===== src/rtl/cen_eye_pkg.sv =====
package cen_eye_pkg;
  typedef enum logic [1:0] {
    LS_OK      = 2'd0,
    LS_FAIL    = 2'd1,
    LS_HI_EDGE = 2'd2,
    LS_LO_EDGE = 2'd3
  } lane_state_e;
endpackage


===== src/rtl/cen_lane_reduce.sv =====
module cen_lane_reduce #(
  parameter int NB = 8,
  parameter int TW = 7
) (
  input  logic [NB*TW-1:0] beg_i,
  input  logic [NB*TW-1:0] end_i,
  input  logic             locked_i,
  input  logic [TW-1:0]    top_i,
  output logic [TW-1:0]    beg_max_o,
  output logic [TW-1:0]    end_min_o,
  output logic             any_bad_o
);
  logic [TW-1:0] beg_v [NB];
  logic [TW-1:0] end_v [NB];
  logic [NB-1:0] bad_v;

  for (genvar i = 0; i < NB; i++) begin : g_bit
    logic fixable;
    assign fixable  = (beg_i[i*TW +: TW] != '0) && (end_i[i*TW +: TW] == '0);
    assign beg_v[i] = beg_i[i*TW +: TW];
    // unlocked bit with a lost end edge: pin end to the top tap
    assign end_v[i] = (!locked_i && fixable) ? top_i : end_i[i*TW +: TW];
    assign bad_v[i] = !locked_i && !fixable;
  end

  always_comb begin
    beg_max_o = '0;
    end_min_o = '1;
    for (int i = 0; i < NB; i++) begin
      if (beg_v[i] > beg_max_o) beg_max_o = beg_v[i];
      if (end_v[i] < end_min_o) end_min_o = end_v[i];
    end
  end

  assign any_bad_o = |bad_v;
endmodule


===== src/rtl/cen_win_check.sv =====
module cen_win_check #(
  parameter int TW      = 7,
  parameter int WIN_MIN = 8
) (
  input  logic [TW-1:0] beg_i,
  input  logic [TW-1:0] end_i,
  input  logic [TW-1:0] top_i,
  output logic          ok_o
);
  localparam int XW = TW + 2;
  localparam logic [XW-1:0] MIN_X = XW'(WIN_MIN);

  logic [XW-1:0] e1, b_x, t_x;
  logic len_ok, edge_ok;

  assign e1  = {2'b00, end_i} + XW'(1);
  assign b_x = {2'b00, beg_i};
  assign t_x = {2'b00, top_i};

  assign len_ok  = (e1 > b_x + MIN_X) && (e1 < b_x + t_x + XW'(1));
  assign edge_ok = ((beg_i == '0) && (end_i != '0)) ||
                   ((beg_i != top_i) && (end_i == top_i));
  assign ok_o    = len_ok || edge_ok;
endmodule


===== src/rtl/cen_finalize.sv =====
module cen_finalize
  import cen_eye_pkg::*;
#(
  parameter int TW      = 7,
  parameter int WIN_MIN = 8
) (
  input  logic [TW-1:0] beg_i,
  input  logic [TW-1:0] end_i,
  input  logic [TW-1:0] top_i,
  input  logic [TW-1:0] bias_i,
  input  logic          failed_i,
  output logic [TW-1:0] center_o,
  output logic [4:0]    len_o,
  output lane_state_e   state_o,
  output logic          fail_o
);
  logic [TW:0]        sum;
  logic signed [TW:0] diff;
  logic               span_mid;
  logic [TW-1:0]      len_full;

  assign sum      = {1'b0, end_i} + {1'b0, beg_i};
  assign diff     = $signed({1'b0, end_i}) - $signed({1'b0, beg_i});
  assign span_mid = (diff > 2) && (diff < (TW+1)'(WIN_MIN));
  assign len_full = end_i - beg_i + TW'(1);

  always_comb begin
    center_o = '0;
    len_o    = '0;
    state_o  = LS_FAIL;
    fail_o   = 1'b1;
    if (!failed_i) begin
      fail_o   = 1'b0;
      center_o = sum[TW:1] - bias_i;
      len_o    = len_full[4:0];
      if (span_mid && beg_i == '0)       state_o = LS_LO_EDGE;
      else if (span_mid && end_i == top_i) state_o = LS_HI_EDGE;
      else                                 state_o = LS_OK;
    end
  end
endmodule


===== src/rtl/cen_eye_center.sv =====
module cen_eye_center
  import cen_eye_pkg::*;
#(
  parameter int NB         = 8,
  parameter int TW         = 7,
  parameter int WIN_MAX_RD = 32,
  parameter int WIN_MAX_WR = 32,
  parameter int WIN_MIN    = 8,
  parameter int WR_BIAS    = 64
) (
  input  logic             clk_i,
  input  logic             rst_ni,
  input  logic             start_i,
  input  logic             mode_wr_i,
  input  logic             halt_on_fail_i,
  input  logic             pat_valid_i,
  input  logic [NB*TW-1:0] beg_taps_i,
  input  logic [NB*TW-1:0] end_taps_i,
  input  logic             lock_up_i,
  input  logic             lock_dn_i,
  input  logic             finish_i,
  output logic             done_o,
  output logic [TW-1:0]    center_o,
  output logic [4:0]       win_len_o,
  output logic [1:0]       state_o,
  output logic             fail_o
);
  localparam logic [TW-1:0] TOP_RD = TW'(WIN_MAX_RD - 1);
  localparam logic [TW-1:0] TOP_WR = TW'(WIN_MAX_WR - 1);
  localparam logic [TW-1:0] BIAS_W = TW'(WR_BIAS);

  logic          active_q, mode_q, halt_q, failed_q;
  logic [TW-1:0] lane_beg_q, lane_end_q;
  logic [TW-1:0] top_w, bias_w;
  logic          locked;
  logic [TW-1:0] pat_beg_max, pat_end_min, new_beg, new_end;
  logic          any_bad, win_ok;
  logic [TW-1:0] fin_center;
  logic [4:0]    fin_len;
  lane_state_e   fin_state;
  logic          fin_fail;

  assign top_w  = mode_q ? TOP_WR : TOP_RD;
  assign bias_w = mode_q ? BIAS_W : '0;
  assign locked = lock_up_i && lock_dn_i;

  cen_lane_reduce #(.NB(NB), .TW(TW)) u_reduce (
    .beg_i     (beg_taps_i),
    .end_i     (end_taps_i),
    .locked_i  (locked),
    .top_i     (top_w),
    .beg_max_o (pat_beg_max),
    .end_min_o (pat_end_min),
    .any_bad_o (any_bad)
  );

  assign new_beg = (pat_beg_max > lane_beg_q) ? pat_beg_max : lane_beg_q;
  assign new_end = (pat_end_min < lane_end_q) ? pat_end_min : lane_end_q;

  cen_win_check #(.TW(TW), .WIN_MIN(WIN_MIN)) u_check (
    .beg_i (new_beg),
    .end_i (new_end),
    .top_i (top_w),
    .ok_o  (win_ok)
  );

  cen_finalize #(.TW(TW), .WIN_MIN(WIN_MIN)) u_final (
    .beg_i    (lane_beg_q),
    .end_i    (lane_end_q),
    .top_i    (top_w),
    .bias_i   (bias_w),
    .failed_i (failed_q),
    .center_o (fin_center),
    .len_o    (fin_len),
    .state_o  (fin_state),
    .fail_o   (fin_fail)
  );

  always_ff @(posedge clk_i or negedge rst_ni) begin
    if (!rst_ni) begin
      active_q   <= 1'b0;
      mode_q     <= 1'b0;
      halt_q     <= 1'b0;
      failed_q   <= 1'b0;
      lane_beg_q <= '0;
      lane_end_q <= '0;
      done_o     <= 1'b0;
      center_o   <= '0;
      win_len_o  <= '0;
      state_o    <= '0;
      fail_o     <= 1'b0;
    end else begin
      done_o <= 1'b0;
      if (start_i) begin
        active_q   <= 1'b1;
        mode_q     <= mode_wr_i;
        halt_q     <= halt_on_fail_i;
        failed_q   <= 1'b0;
        lane_beg_q <= '0;
        lane_end_q <= mode_wr_i ? TOP_WR + BIAS_W : TOP_RD;
      end else if (active_q && finish_i) begin
        active_q  <= 1'b0;
        done_o    <= 1'b1;
        center_o  <= fin_center;
        win_len_o <= fin_len;
        state_o   <= fin_state;
        fail_o    <= fin_fail;
      end else if (active_q && pat_valid_i) begin
        if (!locked && failed_q) begin
          // failed lane: unlocked patterns are skipped
        end else if (!locked && any_bad) begin
          failed_q <= 1'b1;
        end else begin
          lane_beg_q <= new_beg;
          lane_end_q <= new_end;
          if (!win_ok) begin
            failed_q <= 1'b1;
            if (halt_q) begin
              active_q  <= 1'b0;
              done_o    <= 1'b1;
              center_o  <= '0;
              win_len_o <= '0;
              state_o   <= LS_FAIL;
              fail_o    <= 1'b1;
            end
          end
        end
      end
    end
  end
endmodule


===== config.mk =====
export PLATFORM = sky130hd
export DESIGN_NAME = cen_eye_center
export DESIGN_NICKNAME = d
export VERILOG_FILES = /design/src/rtl/cen_eye_pkg.sv /design/src/rtl/cen_lane_reduce.sv /design/src/rtl/cen_win_check.sv /design/src/rtl/cen_finalize.sv /design/src/rtl/cen_eye_center.sv
export SDC_FILE = /design/constraint.sdc
export NUM_CORES = 1
export LEC_CHECK = 0
export CAP_MARGIN = 20
export CORE_MARGIN = 5
export CORE_UTILIZATION = 51
export CTS_BUF_LIST = sky130_fd_sc_hd__clkbuf_16
export CTS_CLUSTER_DIAMETER = 40
export DETAILED_ROUTE_END_ITERATION = 16
export PLACE_DENSITY = 0.8
export SYNTH_ARGS = -nofsm -noshare
export SYNTH_HDL_FRONTEND = slang
export SYNTH_SLANG_ARGS = --single-unit

===== constraint.sdc =====
create_clock -name clk_i -period 5.5 [get_ports clk_i]
set_input_delay 1.1 -clock clk_i [delete_from_list [all_inputs] [get_ports clk_i]]
set_output_delay 1.1 -clock clk_i [all_outputs]
set_load 0.01 [all_outputs]

==> impl_metrics.env, run 1 <==
export IMPL_outcome="aborted with a tool error"
export IMPL_stop_stage="5_1_grt"
export IMPL_error="[ERROR GRT-0116] Global routing finished with congestion. Check the congestion regions in the DRC Viewer."
export IMPL_pin_count=137
export IMPL_dp_hpwl_um=29800
export IMPL_yosysTopAreaCellShare_pct=20.98
export IMPL_cts_max_path_buffers=2
export IMPL_die_y_um=140.2
export IMPL_synth_cell_area_um2=8647
export IMPL_synth_area_leaders="ha_1 21%, dfrtp_1 9.8%, nor2_1 4.9%, nand2_1 4.7%, a21oi_1 4.2%"
export IMPL_netlist_instances=1159
export IMPL_ys_seq_area_share_pct=9.839
export IMPL_grt_start_max_net_pins=35
export IMPL_postSynth_asyncResetShare_pct=100.0
export IMPL_synth_top_area_cell="ha_1"
export IMPL_synth_fa_ha_area_share_pct=22.14
export IMPL_htree_levels=2
export IMPL_ys_top_cells_by_count="145 x ha_1, 113 x nor2_1, 108 x nand2_1"
export IMPL_synth_compound_area_share_pct=30.81
export IMPL_synthFlopType="dfrtp_1"
export IMPL_place_ws_ns=-12.33
export IMPL_yosys_area_share_xor_xnor_pct=2.330
export IMPL_ys_ff_latch=34
export IMPL_die_x_um=140.2
export IMPL_grt_overflow=5
export IMPL_gp_congestion=0.9648
export IMPL_avgSynthCellArea_um2=7.461
export IMPL_cts_root_buf="clkbuf_16"
export IMPL_synth_top_family_by_area="compound AO/OA/AOI/OAI gates"
export IMPL_synth_edff_count=0
export IMPL_yosysUniqueCellTypes=89
export IMPL_post_synth_top_count_cell="ha_1"
export IMPL_port_buffers=136
export IMPL_grtUsageTotal_pct=68.53
export IMPL_clkSinkCount=34
export IMPL_start_util_pct=52.14
export IMPL_synthMuxAreaShare_pct=3.719
export IMPL_ys_warn_count=0
export IMPL_cts_hold_buf=0
export IMPL_synthSimpleGateAreaFrac_pct=25.45
export IMPL_grt_pass1_wl_um=104300
export IMPL_syn_num_nets=1430
export IMPL_cts_buffers=5
export IMPL_grt_pass1_vias=17730
export IMPL_row_count=47
per-layer routing:
layer / GRT usage, % / GRT overflow
met5: 16.54 / 0
met4: 74.04 / 4
met3: 50.07 / 0
met2: 89.09 / 1
met1: 64.89 / 0
stage by stage:
step | instance area [um2] | cells | utilization, %
after floorplan | 9310 | 1159 | -
after CTS | 15900 | 2025 | 95.87
after detailed placement | 14010 | 1916 | 84.51
after global placement | 14010 | 1916 | 84.51
cells by family after synthesis:
logic type	Yosys count
AO/OA/AOI/OAI	365
XOR/XNOR	23
adder cells (fa/ha/maj)	150
buffers and inverters	127
flip-flops	34
multiplexers	31
AND/OR/NAND/NOR	429
timing repair:
item                                    4_1_cts
resized for setup                           317
endpoints found under the setup margin       32
cloned                                        2
pin swaps                                   114
buffers inserted                            103
==> run 2: changes to the inputs <==
--- a/config.mk
+++ b/config.mk
@@ -7,11 +7,9 @@
 export LEC_CHECK = 0
 export CAP_MARGIN = 20
 export CORE_MARGIN = 5
-export CORE_UTILIZATION = 51
-export CTS_BUF_LIST = sky130_fd_sc_hd__clkbuf_16
-export CTS_CLUSTER_DIAMETER = 40
+export CORE_UTILIZATION = 37
 export DETAILED_ROUTE_END_ITERATION = 16
-export PLACE_DENSITY = 0.8
+export PLACE_DENSITY_LB_ADDON = 0.15
 export SYNTH_ARGS = -nofsm -noshare
 export SYNTH_HDL_FRONTEND = slang
 export SYNTH_SLANG_ARGS = --single-unit
==> constraint.sdc (replaced) <==
create_clock -name clk_i -period 7.2 [get_ports clk_i]
set_input_delay 1.44 -clock clk_i [delete_from_list [all_inputs] [get_ports clk_i]]
set_output_delay 1.44 -clock clk_i [all_outputs]
set_load 0.01 [all_outputs]
==> impl_metrics.env, run 2 <==
export IMPL_outcome="finished with violations"
export IMPL_violations="negative setup slack"
export IMPL_clock_latency_ns=0.28
export IMPL_first_pass_iters=5
export IMPL_cp_top_family="compound AO/OA/AOI/OAI gates"
export IMPL_wl_per_cell_um=17.25
export IMPL_netlist_instances=1159
export IMPL_cts_buffers=5
export IMPL_post_synth_top_count_cell="ha_1"
export IMPL_reg2regPathDepth=22
export IMPL_synth_cell_area_um2=8647
export IMPL_seq_area_um2=850.8
export IMPL_ys_warn_count=0
export IMPL_crit_fanout=8
export IMPL_synth_top_area_cell="ha_1"
export IMPL_grtUsageTotal_pct=24.43
export IMPL_slew_violations=0
export IMPL_ant_nets=0
export IMPL_synthFlopType="dfrtp_1"
export IMPL_finalCritPeriodShare_pct=242.0
export IMPL_required_ns=7.36
export IMPL_hold_worst_slack_ns=0.5090
export IMPL_multiInputGateArea_um2=9143
export IMPL_ys_seq_area_share_pct=9.839
export IMPL_top_regs="center_o x7, lane_beg_q x7, lane_end_q x7"
export IMPL_yosysUniqueCellTypes=89
export IMPL_fin_crit_ns=17.42
export IMPL_port_buffers=136
export IMPL_ys_top_cells_by_count="145 x ha_1, 113 x nor2_1, 108 x nand2_1"
export IMPL_min_path_cells=1
export IMPL_cts_tree="yes"
export IMPL_worst_setup_path_type="in2reg"
export IMPL_path_common_cell="a21o_1"
export IMPL_hold_viol_final=0
export IMPL_cp_num_cells=82
export IMPL_r2r_start="lane_beg_q[1]"
export IMPL_cap_violations=0
export IMPL_hold_path_class="reg2reg"
export IMPL_avgSynthCellArea_um2=7.461
export IMPL_yosysTopAreaCellShare_pct=20.98
export IMPL_hold_start="fail_o"
export IMPL_dp_hpwl_um=28190
export IMPL_cts_max_path_buffers=2
export IMPL_gp_congestion=0.9646
export IMPL_wl_um=36990
export IMPL_grt_overflow=0
export IMPL_htree_levels=2
export IMPL_ys_ff_latch=34
export IMPL_synth_area_leaders="ha_1 21%, dfrtp_1 9.8%, nor2_1 4.9%, nand2_1 4.7%, a21oi_1 4.2%"
export IMPL_timing_fmax_mhz=57.40
export IMPL_drive_gt1_share_pct=50.41
export IMPL_cpMaxStageDelayCell="or4_4"
export IMPL_grt_pass1_vias=11264
export IMPL_clkSinkCount=34
export IMPL_grt_pass1_wl_um=54090
export IMPL_cts_root_buf="clkbuf_16"
export IMPL_area_delta_synth_final_pct=91.87
export IMPL_start_util_pct=37.17
export IMPL_critPathMaxStageDelay_ns=0.58
export IMPL_postSynth_asyncResetShare_pct=100.0
export IMPL_drt_iter0_drc=618
export IMPL_die_x_um=162.9
export IMPL_path_clk_slew_ns=0.06
export IMPL_core_area_um2=23260
export IMPL_fin_ws_ns=-10.22
export IMPL_viasPerCell=5.405
export IMPL_fin_skew_ns=0.006325
export IMPL_die_y_um=162.9
export IMPL_relSlewSlack_pct=44.11
export IMPL_rsz0062_at_grt="true"
export IMPL_die_area_um2=26530
export IMPL_crit_path_start="end_taps_i[1]"
export IMPL_worst_slew_pin_slew_ns=0.8364
export IMPL_mostFrequentLayoutCells="509 x buf_4, 107 x clkdlybuf4s50_1, 103 x ha_1, 89 x nand2_1, 86 x nor2_1"
export IMPL_antenna_found_initial=0
export IMPL_layout_commonest_cell="buf_4"
export IMPL_pin_count=137
export IMPL_cts_hold_buf=0
export IMPL_drc=0
export IMPL_vias=11588
export IMPL_setup_viol=32
export IMPL_grt_start_max_net_pins=35
export IMPL_fin_nets=2095
export IMPL_arrival_ns=17.59
export IMPL_row_count=56
export IMPL_worstSetupEndpointType="flop"
export IMPL_antenna_cells=0
export IMPL_fillCellCount=1795
export IMPL_path_buf_inv=4
export IMPL_cp_start_kind="input port"
export IMPL_syn_num_nets=1430
export IMPL_synth_edff_count=0
-- run 2: cell type report --
type	count	area share, %
clock buffer	5	0.7541
multi-input combinational	999	55.11
sequential	34	5.128
clock inverter	3	0.4148
inverter	93	2.195
tap	319	2.406
timing repair buffer	691	34.00
-- run 2: metrics by stage --
step                      area (um2)  cells  utilization (%)  setup slack (ns)  TNS (ns)
after global placement         14280   2034            61.39            -10.52   -291.69
after global routing           16590   2144            71.32            -11.09   -302.66
final                          16590   2144            71.32            -10.22   -278.26
after CTS                      15210   2091            65.39            -9.735   -269.50
after floorplan                 9310   1159                -            -9.716   -259.38
after detailed placement       14280   2034            61.39            -11.02   -305.31
-- run 2: kinds of logic after synthesis --
family,synth area share (%)
XOR/XNOR,2.330
adder cells (fa/ha/maj),22.14
buffers and inverters,5.715
AO/OA/AOI/OAI,30.81
flip-flops,9.839
multiplexers,3.719
AND/OR/NAND/NOR,25.45
-- run 2: layer usage --
| layer | GRT usage, % | share of wire [%] | vias to the layer above |
|---|---|---|---|
| li1 | - | - | 5692 |
| met5 | 0 | 0 | - |
| met3 | 2.151 | 4.1 | 79 |
| met1 | 31.01 | 42 | 5500 |
| met2 | 44.75 | 51 | 317 |
| met4 | 5.642 | 3.0 | 0 |
-- run 2: final timing paths --
kind                                      end  slack, ns
worst max register to register     state_o[0]       2.04
worst min-delay path                   fail_o       0.51
worst max-delay path               state_o[0]     -10.22
worst min register to register         fail_o       0.51
min in group asynchronous         center_o[3]       1.57
max in group asynchronous       lane_beg_q[4]       5.31
-- run 2: repair_timing --
item,CTS,global route
setup buffers,51,57
gates resized for setup,134,253
pin swaps,63,115
setup endpoints to repair,32,32
gates cloned,1,2
Power of run 2 is not shown: default switching activity piles up to over one toggle a cycle in this logic, so the estimate is an artifact.
==> run 3: changes to the inputs <==
--- a/config.mk
+++ b/config.mk
@@ -10,6 +10,7 @@
 export CORE_UTILIZATION = 37
 export DETAILED_ROUTE_END_ITERATION = 16
 export PLACE_DENSITY_LB_ADDON = 0.15
+export SKIP_CTS_REPAIR_TIMING = 1
 export SYNTH_ARGS = -nofsm -noshare
 export SYNTH_HDL_FRONTEND = slang
 export SYNTH_SLANG_ARGS = --single-unit
==> impl_metrics.env, run 3 (synthesized netlist as in run 2, its figures left out) <==
export IMPL_outcome="finished with violations"
export IMPL_violations="negative setup slack"
export IMPL_gp_congestion=0.9646
export IMPL_worstSetupEndpointType="flop"
export IMPL_fin_crit_ns=17.45
export IMPL_path_clk_slew_ns=0.06
export IMPL_cts_tree="yes"
export IMPL_cts_buffers=5
export IMPL_first_pass_iters=5
export IMPL_clkSinkCount=34
export IMPL_layout_commonest_cell="buf_4"
export IMPL_fin_nets=2058
export IMPL_finalCritPeriodShare_pct=242.4
export IMPL_required_ns=7.33
export IMPL_worst_slew_pin_slew_ns=0.7894
export IMPL_critPathMaxStageDelay_ns=0.57
export IMPL_mostFrequentLayoutCells="480 x buf_4, 107 x ha_1, 107 x clkdlybuf4s50_1, 91 x nand2_1, 85 x nor2_1"
export IMPL_slew_violations=0
export IMPL_crit_fanout=8
export IMPL_pin_count=137
export IMPL_drc=0
export IMPL_cap_violations=0
export IMPL_row_count=56
export IMPL_dp_hpwl_um=28190
export IMPL_hold_path_class="reg2reg"
export IMPL_core_area_um2=23260
export IMPL_relSlewSlack_pct=47.25
export IMPL_rsz0062_at_grt="true"
export IMPL_wl_per_cell_um=16.58
export IMPL_cp_start_kind="input port"
export IMPL_drt_iter0_drc=558
export IMPL_die_x_um=162.9
export IMPL_cts_max_path_buffers=2
export IMPL_antenna_found_initial=0
export IMPL_ant_nets=0
export IMPL_fin_ws_ns=-10.25
export IMPL_worst_setup_path_type="in2reg"
export IMPL_viasPerCell=5.311
export IMPL_area_delta_synth_final_pct=87.27
export IMPL_hold_viol_final=0
export IMPL_fillCellCount=1855
export IMPL_clock_latency_ns=0.28
export IMPL_grt_start_max_net_pins=35
export IMPL_wl_um=34930
export IMPL_cts_root_buf="clkbuf_16"
export IMPL_start_util_pct=37.17
export IMPL_grt_pass1_vias=10757
export IMPL_arrival_ns=17.58
export IMPL_grtUsageTotal_pct=23.21
export IMPL_die_area_um2=26530
export IMPL_dp_cells=2034
export IMPL_drive_gt1_share_pct=48.55
export IMPL_grt_pass1_wl_um=51540
export IMPL_antenna_cells=0
export IMPL_timing_fmax_mhz=57.29
export IMPL_cpMaxStageDelayCell="or4_4"
export IMPL_top_regs="center_o x7, lane_beg_q x7, lane_end_q x7"
export IMPL_setup_viol=32
export IMPL_htree_levels=2
export IMPL_die_y_um=162.9
export IMPL_vias=11191
export IMPL_port_buffers=136
export IMPL_fin_skew_ns=0.007349
export IMPL_grt_overflow=0
export IMPL_min_path_cells=1
export IMPL_reg2regPathDepth=25
export IMPL_finalNonFillerCells=2107
-- run 3: layer usage --
metal  track usage [%]  vias to the layer above  share of wire [%]
met5                 0                        -                  0
met4             3.698                        0                2.1
met3             1.848                       55                3.6
met2             42.62                      235                 51
met1             30.17                     5297                 44
li1                  -                     5604                  -
-- run 3: final cells by class --
class	instances	area (um2)	area share (%)
Sequential cell	34	850.8	5.254
Multi-Input combinational cell	999	9021	55.71
Inverter	93	364.1	2.248
Clock inverter	3	68.82	0.4250
Clock buffer	5	125.1	0.7727
Tap cell	319	399.1	2.465
Timing Repair Buffer	654	5364	33.12
-- run 3: final timing paths --
check,startpoint,end,slack [ns]
worst max-delay path,end_taps_i[5],center_o[5],-10.25
worst min-delay path,fail_o,fail_o,0.51
worst max register to register,lane_beg_q[1],state_o[0],2.05
worst min register to register,fail_o,fail_o,0.51
max in group asynchronous,rst_ni,lane_beg_q[5],5.31
min in group asynchronous,rst_ni,center_o[3],1.57
-- run 3: through the flow --
| step | area [um2] | utilization, % | worst slack, ns | TNS, ns | hold WS (ns) |
|---|---|---|---|---|---|
| floorplan | 9310 | - | -9.716 | -259.38 | 0.4802 |
| global placement | 14280 | 61.39 | -10.52 | -291.69 | 0.5021 |
| detailed placement | 14280 | 61.39 | -11.02 | -305.31 | 0.5059 |
| CTS | 14480 | 62.23 | -10.77 | -297.11 | 0.5146 |
| global route | 16190 | 69.61 | -11.16 | -302.30 | 0.5284 |
| finish | 16190 | 69.61 | -10.25 | -277.17 | 0.5091 |
-- run 3: critical path: cells and delay by family --
kind | cells | cell delay (ns)
compound gates | 38 | 7.26
xor+xnor | 1 | 0.12
fa+ha+maj | 9 | 2.33
buf+inv | 7 | 1.06
mux | 3 | 0.91
simple gates | 26 | 4.41
Power of run 3 is left out for the same reason.
